--- config.mk ---
export PLATFORM = sky130hd
export DESIGN_NAME = fdc_regbank
export DESIGN_NICKNAME = d
export VERILOG_FILES = /design/src/rtl/fdc_regbank_pkg.sv /design/src/rtl/fdc_rst_sync.sv /design/src/rtl/fdc_track_ctr.sv /design/src/rtl/fdc_cmd_gate.sv /design/src/rtl/fdc_id_cmp.sv /design/src/rtl/fdc_regbank.sv
export SDC_FILE = /design/constraint.sdc
export NUM_CORES = 1
export LEC_CHECK = 0
export ABC_CLOCK_PERIOD_IN_PS = 1650
export BUFFER_PORTS_ARGS = -buffer_cell sky130_fd_sc_hd__buf_2
export CAP_MARGIN = 5
export CORE_MARGIN = 5
export CORE_UTILIZATION = 52
export DETAILED_ROUTE_END_ITERATION = 10
export HOLD_SLACK_MARGIN = 0.02
export PLACE_DENSITY = 0.83
export REMOVE_ABC_BUFFERS = 1
export SETUP_SLACK_MARGIN = 0.1
export SYNTH_ARGS = -nofsm -noshare
export SYNTH_HDL_FRONTEND = slang
export SYNTH_SLANG_ARGS = --single-unit
--- constraint.sdc ---
create_clock -name clk -period 1.65 [get_ports clk]
set_input_delay 0.0825 -clock clk [delete_from_list [all_inputs] [get_ports clk]]
set_output_delay 0.0825 -clock clk [all_outputs]
set_load 0.02 [all_outputs]
--- src/rtl/fdc_regbank_pkg.sv ---
package fdc_regbank_pkg;
  typedef enum logic [1:0] {
    SEL_CMD_STAT = 2'd0,
    SEL_TRACK    = 2'd1,
    SEL_SECTOR   = 2'd2,
    SEL_DATA     = 2'd3
  } reg_sel_e;

  localparam logic [3:0] FORCE_INT_NIB = 4'hD;
  localparam logic [2:0] WR_SECT_TOP   = 3'b101;
  localparam logic [3:0] WR_TRK_NIB    = 4'hF;
  localparam int unsigned WP_BIT       = 6;
  localparam int unsigned RST_STAGES   = 2;
endpackage

--- src/rtl/fdc_rst_sync.sv ---
module fdc_rst_sync #(
  parameter int unsigned STAGES = 2
) (
  input  logic clk,
  input  logic rst_n,
  output logic srst_n
);
  logic [STAGES-1:0] chain_q;

  genvar g;
  generate
    for (g = 0; g < STAGES; g++) begin : g_stage
      if (g == 0) begin : g_first
        always_ff @(posedge clk or negedge rst_n) begin
          if (!rst_n) chain_q[g] <= 1'b0;
          else        chain_q[g] <= 1'b1;
        end
      end else begin : g_rest
        always_ff @(posedge clk or negedge rst_n) begin
          if (!rst_n) chain_q[g] <= 1'b0;
          else        chain_q[g] <= chain_q[g-1];
        end
      end
    end
  endgenerate

  assign srst_n = chain_q[STAGES-1];
endmodule

--- src/rtl/fdc_track_ctr.sv ---
module fdc_track_ctr #(
  parameter int unsigned REG_W = 8
) (
  input  logic             clk,
  input  logic             rst_n,
  input  logic             load_en,
  input  logic [REG_W-1:0] load_val,
  input  logic             step,
  input  logic             step_in,
  output logic [REG_W-1:0] trk_q
);
  localparam logic [REG_W-1:0] TRK_MAX = '1;
  localparam logic [REG_W-1:0] TRK_MIN = '0;
  localparam logic [REG_W-1:0] ONE     = {{(REG_W-1){1'b0}}, 1'b1};

  logic [REG_W-1:0] trk_d;
  logic             trk_en;

  always_comb begin
    trk_d  = trk_q;
    trk_en = 1'b0;
    if (load_en) begin
      trk_d  = load_val;
      trk_en = 1'b1;
    end else if (step && step_in && (trk_q != TRK_MAX)) begin
      trk_d  = trk_q + ONE;
      trk_en = 1'b1;
    end else if (step && !step_in && (trk_q != TRK_MIN)) begin
      trk_d  = trk_q - ONE;
      trk_en = 1'b1;
    end
  end

  always_ff @(posedge clk or negedge rst_n) begin
    if (!rst_n)      trk_q <= '0;
    else if (trk_en) trk_q <= trk_d;
  end
endmodule

--- src/rtl/fdc_cmd_gate.sv ---
module fdc_cmd_gate
  import fdc_regbank_pkg::*;
#(
  parameter int unsigned REG_W = 8
) (
  input  logic             clk,
  input  logic             rst_n,
  input  logic             wr_cmd,
  input  logic [REG_W-1:0] wdata,
  input  logic             busy,
  input  logic             wprot_n,
  output logic             wp_set,
  output logic             wp_clr,
  output logic [REG_W-1:0] cmd_q,
  output logic             cmd_start,
  output logic             wp_abort
);
  logic is_fint, is_write, accept, abort_d, start_d;

  always_comb begin
    is_fint  = (wdata[REG_W-1 -: 4] == FORCE_INT_NIB);
    is_write = (wdata[REG_W-1 -: 3] == WR_SECT_TOP) ||
               (wdata[REG_W-1 -: 4] == WR_TRK_NIB);
    accept   = wr_cmd && (!busy || is_fint);
    abort_d  = accept && is_write && !wprot_n;
    start_d  = accept && !abort_d;
  end

  assign wp_set = abort_d;
  assign wp_clr = start_d;

  always_ff @(posedge clk or negedge rst_n) begin
    if (!rst_n)      cmd_q <= '0;
    else if (accept) cmd_q <= wdata;
  end

  always_ff @(posedge clk or negedge rst_n) begin
    if (!rst_n) begin
      cmd_start <= 1'b0;
      wp_abort  <= 1'b0;
    end else begin
      cmd_start <= start_d;
      wp_abort  <= abort_d;
    end
  end
endmodule

--- src/rtl/fdc_id_cmp.sv ---
module fdc_id_cmp #(
  parameter int unsigned REG_W = 8
) (
  input  logic             clk,
  input  logic             rst_n,
  input  logic             id_valid,
  input  logic [REG_W-1:0] id_trk,
  input  logic [REG_W-1:0] id_sec,
  input  logic [REG_W-1:0] trk_q,
  input  logic [REG_W-1:0] sec_q,
  output logic             trk_match,
  output logic             sec_match
);
  logic tm_d, sm_d;

  always_comb begin
    tm_d = (id_trk == trk_q);
    sm_d = (id_sec == sec_q);
  end

  always_ff @(posedge clk or negedge rst_n) begin
    if (!rst_n) begin
      trk_match <= 1'b0;
      sec_match <= 1'b0;
    end else if (id_valid) begin
      trk_match <= tm_d;
      sec_match <= sm_d;
    end
  end
endmodule

--- src/rtl/fdc_regbank.sv ---
module fdc_regbank
  import fdc_regbank_pkg::*;
#(
  parameter int unsigned REG_W = 8
) (
  input  logic             clk,
  input  logic             rst_n,
  input  logic             cs,
  input  logic             rd,
  input  logic             wr,
  input  logic [1:0]       addr,
  input  logic [REG_W-1:0] wdata,
  output logic [REG_W-1:0] rdata,
  output logic             rdata_oe,
  input  logic             busy,
  input  logic             seq_stat_we,
  input  logic [REG_W-1:1] seq_stat,
  input  logic             step,
  input  logic             step_in,
  input  logic             id_valid,
  input  logic [REG_W-1:0] id_trk,
  input  logic [REG_W-1:0] id_sec,
  output logic             trk_match,
  output logic             sec_match,
  input  logic             wprot_n,
  output logic [REG_W-1:0] cmd_code,
  output logic             cmd_start,
  output logic             wp_abort,
  output logic [REG_W-1:0] seek_target
);
  logic             srst_n;
  reg_sel_e         sel;
  logic             bus_wr, wr_trk, wr_sec, wr_dat, wr_cmd;
  logic [REG_W-1:0] trk_q, sec_q, sec_d, dat_q, dat_d;
  logic [REG_W-1:1] st_q, st_d;
  logic             st_en;
  logic             wp_set, wp_clr;
  logic [REG_W-1:0] rd_mux;

  fdc_rst_sync #(.STAGES(RST_STAGES)) u_rst_sync (
    .clk    (clk),
    .rst_n  (rst_n),
    .srst_n (srst_n)
  );

  always_comb begin
    sel    = reg_sel_e'(addr);
    bus_wr = cs && wr;
    wr_trk = bus_wr && (sel == SEL_TRACK)  && !busy;
    wr_sec = bus_wr && (sel == SEL_SECTOR) && !busy;
    wr_dat = bus_wr && (sel == SEL_DATA);
    wr_cmd = bus_wr && (sel == SEL_CMD_STAT);
  end

  fdc_track_ctr #(.REG_W(REG_W)) u_track (
    .clk      (clk),
    .rst_n    (srst_n),
    .load_en  (wr_trk),
    .load_val (wdata),
    .step     (step),
    .step_in  (step_in),
    .trk_q    (trk_q)
  );

  fdc_cmd_gate #(.REG_W(REG_W)) u_cmd (
    .clk       (clk),
    .rst_n     (srst_n),
    .wr_cmd    (wr_cmd),
    .wdata     (wdata),
    .busy      (busy),
    .wprot_n   (wprot_n),
    .wp_set    (wp_set),
    .wp_clr    (wp_clr),
    .cmd_q     (cmd_code),
    .cmd_start (cmd_start),
    .wp_abort  (wp_abort)
  );

  fdc_id_cmp #(.REG_W(REG_W)) u_idcmp (
    .clk       (clk),
    .rst_n     (srst_n),
    .id_valid  (id_valid),
    .id_trk    (id_trk),
    .id_sec    (id_sec),
    .trk_q     (trk_q),
    .sec_q     (sec_q),
    .trk_match (trk_match),
    .sec_match (sec_match)
  );

  // sector and data next state
  always_comb begin
    sec_d = wr_sec ? wdata : sec_q;
    dat_d = wr_dat ? wdata : dat_q;
  end

  always_ff @(posedge clk or negedge srst_n) begin
    if (!srst_n)     sec_q <= '0;
    else if (wr_sec) sec_q <= sec_d;
  end

  always_ff @(posedge clk or negedge srst_n) begin
    if (!srst_n)     dat_q <= '0;
    else if (wr_dat) dat_q <= dat_d;
  end

  // status: sequencer load first, then the write-protect bit rule on top
  always_comb begin
    st_d  = st_q;
    st_en = seq_stat_we || wp_set || wp_clr;
    if (seq_stat_we) st_d = seq_stat;
    if (wp_set)      st_d[WP_BIT] = 1'b1;
    else if (wp_clr) st_d[WP_BIT] = 1'b0;
  end

  always_ff @(posedge clk or negedge srst_n) begin
    if (!srst_n)    st_q <= '0;
    else if (st_en) st_q <= st_d;
  end

  // read path
  always_comb begin
    unique case (sel)
      SEL_CMD_STAT: rd_mux = {st_q, busy};
      SEL_TRACK:    rd_mux = trk_q;
      SEL_SECTOR:   rd_mux = sec_q;
      default:      rd_mux = dat_q;
    endcase
    rdata_oe = cs && rd;
    rdata    = rdata_oe ? rd_mux : '0;
  end

  assign seek_target = dat_q;
endmodule

* After elaboration in Yosys (flattened, before gate mapping)
Cells that the tools add are included.
** Storage, ports and cells
- Word-level logic and storage cells :: 65
- Output and inout bits :: 29
- Register bits after elaboration :: 45
- Input bits :: 44
** Cells by class
- Multiplexer cells :: 11
- Equal/unequal tests :: 9
- Reduce and logical (&&, ||, !) cells :: 31
- $add $sub $neg :: 2
** Operator list (count)
- $mux W8 :: 4
- $pmux W8 S3 :: 1
- $eq A8 B8 Y1 :: 2
- $logic_and A1 B1 Y1 :: 16
- $add A8 B1 Y8 const B :: 1
- $eq A4 B4 Y1 const B :: 2
- $ne A8 B8 Y1 const B :: 1
- $reduce_bool A8 Y1 :: 1
- $sub A8 B1 Y8 const B :: 1
- $mux W6 :: 1
- $reduce_and A2 Y1 :: 3
- $reduce_bool A3 Y1 :: 2
- $mux W1 :: 5
- $eq A2 B2 Y1 const B :: 2
- $logic_not A1 Y1 :: 4
- $logic_or A1 B1 Y1 :: 4
- $eq A3 B3 Y1 const B :: 1
- $eq A2 B1 Y1 const B :: 1
- $logic_not A2 Y1 :: 1

* Longest topological paths before layout
- Depth in word-level cells :: 9
- Mapped depth :: 9
- Gate-level depth less buffers :: 8

* By module
A second synthesis with hierarchy kept.
** Second synthesis, totals
- Cell total of the unflattened synthesis :: 213
- Area total of the unflattened synthesis :: 2596.2 um2
** Modules (own cells, without submodules)
- fdc_regbank :: seq. area each 575.6 um2, cells an instance 73, times used 1, area an instance 1158.6 um2
- fdc_track_ctr :: seq. area each 200.2 um2, cells an instance 84, times used 1, area an instance 720.7 um2
- fdc_cmd_gate :: seq. area each 250.2 um2, cells an instance 26, times used 1, area an instance 421.7 um2
- fdc_id_cmp :: seq. area each 50.0 um2, cells an instance 27, times used 1, area an instance 241.5 um2
- fdc_rst_sync :: seq. area each 50.0 um2, cells an instance 3, times used 1, area an instance 53.8 um2

* Worst setup path before layout
Ideal clock, no wire load.
- Kind :: reg-to-reg
- Start point :: register u_track.trk_q[1]
- End point :: register u_track.trk_q[6]
- Required time :: 1532 ps
- Slack :: -642 ps
- Setup time :: 118 ps
- Clock period less this slack :: 2292 ps
- Path buffers :: 0
- Arrival time :: 2174 ps
- Cell stages (with the launch flop) :: 9
- Path through :: dfrtp_1 > nand4_1 > o21bai_1 > ha_1 > a211oi_1 > o21bai_1 > a21oi_1 > xnor2_1 > a21o_1
** On the way
- Word-level cells in the longest chain between the ends :: 6
- Elaborated cells between the ends (all ways) :: 14
- Those cells by class :: add/sub: 2; eq/ne: 1; mux: 6; reduce/logical: 5
** Ends and longest elaborated chain
- start: declaration :: line fdc_track_ctr.sv:10 : output logic [REG_W-1:0] trk_q
- start signal: assignment :: line fdc_track_ctr.sv:36 : else if (trk_en) trk_q <= trk_d;
- branches (longest 6 deep; another with $sub A8 B1 Y8)
Several ways; the timed one is not identified. The select of a mux whose other input is x is not followed.
A chain may end at the register's enable or synchronous reset.

* Worst setup path in the final report
- Start point :: register u_track.trk_q[7]
- End point :: register u_track.trk_q[5]
** On the way
- Word-level cells in the longest chain between the ends :: 6
- Elaborated cells between the ends (all ways) :: 11
- Those cells by class :: eq/ne: 1; mux: 5; reduce/logical: 5
** Ends and longest elaborated chain
- $reduce_bool A8 Y1 :: line fdc_track_ctr.sv:28 : end else if (step && !step_in && (trk_q != TRK_MIN)) begin
- $logic_and A1 B1 Y1 :: line fdc_track_ctr.sv:28
- $mux W1 :: line fdc_track_ctr.sv:28
- $mux W1 :: line fdc_track_ctr.sv:25 : end else if (step && step_in && (trk_q != TRK_MAX)) begin
- $mux W1 :: line fdc_track_ctr.sv:22 : if (load_en) begin
- $reduce_and A2 Y1 (no source line)
Several ways; a longest one is shown, not always the timed one.

==> results.py <==
metrics = {
    "synth": {
        "yosysMostFrequentCell": "dfrtp_1",
        "synth_area_mm2": 0.00257,
        "synth_common_cells": "dfrtp_1, mux2_2, xor2_1, nand2_1, and2_1",
        "ys.flop_type": "dfrtp_1",
        "ys_ff_latch": 45,
        "synth-edff-count": 0,
        "synthCells": 209,
        "synth_top_area_share_pct": 43.8,
        "synth_warnings": 0,
        "yosys.area.top_type": "dfrtp_1",
        "syn_area_per_cell_um2": 12.3,
        "synth.area.top_cells": "dfrtp_1, mux2_2, xor2_1",
        "ys_types": 41,
        "async_flop_share_pct": 100,
        "seq_area_frac_synth_pct": 43.8,
    },
    "critical_path": {
        "reg2reg_to": "u_track.trk_q[5]",
        "cp_top_family": "compound AO/OA/AOI/OAI gates",
        "path_cells": "nand4_1, o21bai_4, buf_6, ha_1, nand3_2, nand2_4, a31oi_4, xor2_1, o31ai_1",
        "max_stage_delay_ps": 370,
        "r2r_cells": 9,
        "cp_slowest_cell": "dfrtp_1",
        "arrival_ps": 2190,
        "startpoint_type": "flip-flop",
        "cp_max_fo": 7,
        "reg2reg_slack_ps": -360,
        "cp.depth": 9,
        "path_class": "flip-flop to flip-flop",
        "worstPathRequired_ps": 1830,
        "r2r_start": "u_track.trk_q[7]",
        "worstSetupEndpoint": "u_track.trk_q[5]",
        "startpoint": "u_track.trk_q[7]",
        "cp_num_buf_inv": 1,
        "cp-end-kind": "flip-flop",
    },
    "layout": {
        "syn_to_final_growth_pct": 43.2,
        "diodes": 0,
        "drive_gt1_share_pct": 60.1,
        "multiInputGateArea_mm2": 0.00155,
        "utilization_pct": 77.5,
        "design_area_mm2": 0.00368,
        "final_nets": 379,
        "finalNonFillerCells": 395,
        "regArea_mm2": 0.00113,
        "fillCellCount": 309,
    },
    "clock_network": {
        "clkLatencyLatePin_ps": 290,
        "cts_buffers": 5,
        "clockBufferDepth": 2,
        "root_buffer": "clkbuf_8",
        "cts_tree": "yes",
        "path_clk_slew_ps": 90,
        "htree_levels": 2,
        "cts.sinks": 45,
    },
    "detailed_routing": {
        "antenna_left": 0,
        "wire_per_inst_um": 21.0,
        "dr_wl_met3_um": 500,
        "dr_wl_met2_um": 4090,
        "highest_layer": "met4",
        "wl_met1_um": 3260,
        "wirelength_um": 8280,
        "route.detailed.drc": 0,
        "routed_via_density": 5.80,
        "dr.pass1.iters": 4,
        "num_vias": 2291,
        "dr.first_iter.drc_count": 255,
    },
    "sta": {
        "timing.final.crit_share_pct": 122,
        "min_period_ps": 2010,
        "holdWs_ps": 29.5,
        "slew_viol_final": 0,
        "rsz0062_at_grt": "true",
        "setup_violations": 14,
        "fin_ws_ps": -359,
        "final_hold_viol_count": 0,
        "fmax_mhz": 498,
        "final.setup_skew_ps": 8.73,
    },
    "grt": {
        "globalRouteTotalUtil_pct": 24.6,
        "grt_first_pass_wirelength_um": 11900,
        "grt.overflow.total": 0,
        "antenna_found_initial": 0,
        "grt_pass1_vias": 2387,
        "grt_max_degree": 44,
    },
    "die": {
        "rows": 25,
        "ios": 73,
        "die_h_um": 80.4,
        "die_w_um": 80.4,
        "core_mm2": 0.00475,
        "dieArea_mm2": 0.00646,
        "start_util_pct": 54.1,
    },
    "power_and_ir_drop": {
        "p_leak_nw": 1.71,
        "finalPower_mw": 5.30,
        "peakVddDrop_uv": 786,
        "power.density_mw_per_mm2": 1440,
    },
    "worst_hold_path": {
        "hold_path_class": "input port to flip-flop",
    },
    "placed_design": {
        "post_dp_cell_area_mm2": 0.00320,
        "dp_hpwl_um": 5140,
        "port_buffers": 72,
        "place.gp.congestion": 0.893,
        "placedCellCount": 370,
    },
    "run": {
        "max-cap-violations": 0,
    },
    "outcome": {
        "violations": "negative setup slack",
        "status": "finished, violations left",
    },
}
final cells by class:
cell class,instances,area share (%)
well taps,67,2.28
clock buffers,6,1.97
repair buffers,119,22.5
flip-flops and latches,45,30.6
inverters,3,0.306
clock inverters,2,0.272
multi-input cells,153,42.1
cell families (layout without fill, tap and decap cells):
| logic type | after synthesis | in the layout | synth area share [%] |
|---|---|---|---|
| other cells | 1 | 1 | 0.146 |
| simple gates | 50 | 50 | 12.0 |
| flops | 45 | 45 | 43.8 |
| xor+xnor | 23 | 23 | 7.83 |
| compound gates | 29 | 29 | 7.83 |
| buf+inv | 11 | 130 | 2.48 |
| fa+ha+maj | 8 | 8 | 4.18 |
| mux | 42 | 42 | 21.8 |
worst min path at each step:
stage	slack, ps	endpoint	cells after the start	start
2_1_floorplan	-210	u_rst_sync.chain_q[0]	0	rst_n
3_3_place_gp	-130	u_rst_sync.chain_q[0]	1	rst_n
3_5_place_dp	-130	u_rst_sync.chain_q[0]	1	rst_n
4_1_cts	30	st_q[1]	2	seq_stat[1]
5_1_grt	30	st_q[7]	2	seq_stat[7]
6_report	30	st_q[2]	2	seq_stat[2]
registers in the layout, summed over array words and instances, names as in the netlist:
signal	cells
u_rst_sync.chain_q	1
u_idcmp.trk_match	1
u_track.trk_q	8
seek_target	8
u_cmd.cmd_start	1
sec_q	8
u_cmd.cmd_q	8
u_cmd.wp_abort	1
st_q	7
u_rst_sync.srst_n	1
u_idcmp.sec_match	1
per-layer routing:
metal / up-vias / GRT usage, %
li1: 997 / -
met1: 1132 / 30.6
met2: 130 / 41.0
met3: 32 / 4.04
met4: 0 / 12.8
met5: - / 0
stage by stage:
step           TNS (ps)  setup WS, ps
6_report          -2770          -359
5_1_grt           -3500          -455
4_1_cts           -2060          -259
3_5_place_dp      -2440          -389
3_3_place_gp      -2110          -314
2_1_floorplan     -3360          -642
where the power goes:
part	internal, mW	switching [mW]
logic	1.56	1.51
clock network	0.294	0.347
registers	1.37	0.223
total	3.22	2.08
cell usage in the layout (no fill, tap or decap), types with 3 or more instances in the layout:
| cell type | n |
|---|---|
| nor2b_1 | 4 |
| mux2_2 | 30 |
| nand4_1 | 3 |
| dfrtp_1 | 44 |
| a21oi_1 | 3 |
| dlygate4sd3_1 | 5 |
| nor4_1 | 4 |
| xor2_1 | 20 |
| ha_4 | 3 |
| nand2_1 | 10 |
| and2_1 | 3 |
| ha_1 | 4 |
| o21ai_2 | 6 |
| nor2_1 | 5 |
| mux4_2 | 8 |
| buf_2 | 66 |
| clkbuf_8 | 5 |
| buf_6 | 18 |
| and2_4 | 7 |
| buf_4 | 28 |
timing repair:
action,in CTS,in global routing
buffers inserted,5,7
cloned,0,0
endpoints found under the hold margin,3,3
resized for setup,42,23
pin swaps,11,14
hold buffers,2,3
endpoints found under the setup margin,16,16
(Power assumes the default switching activity.)
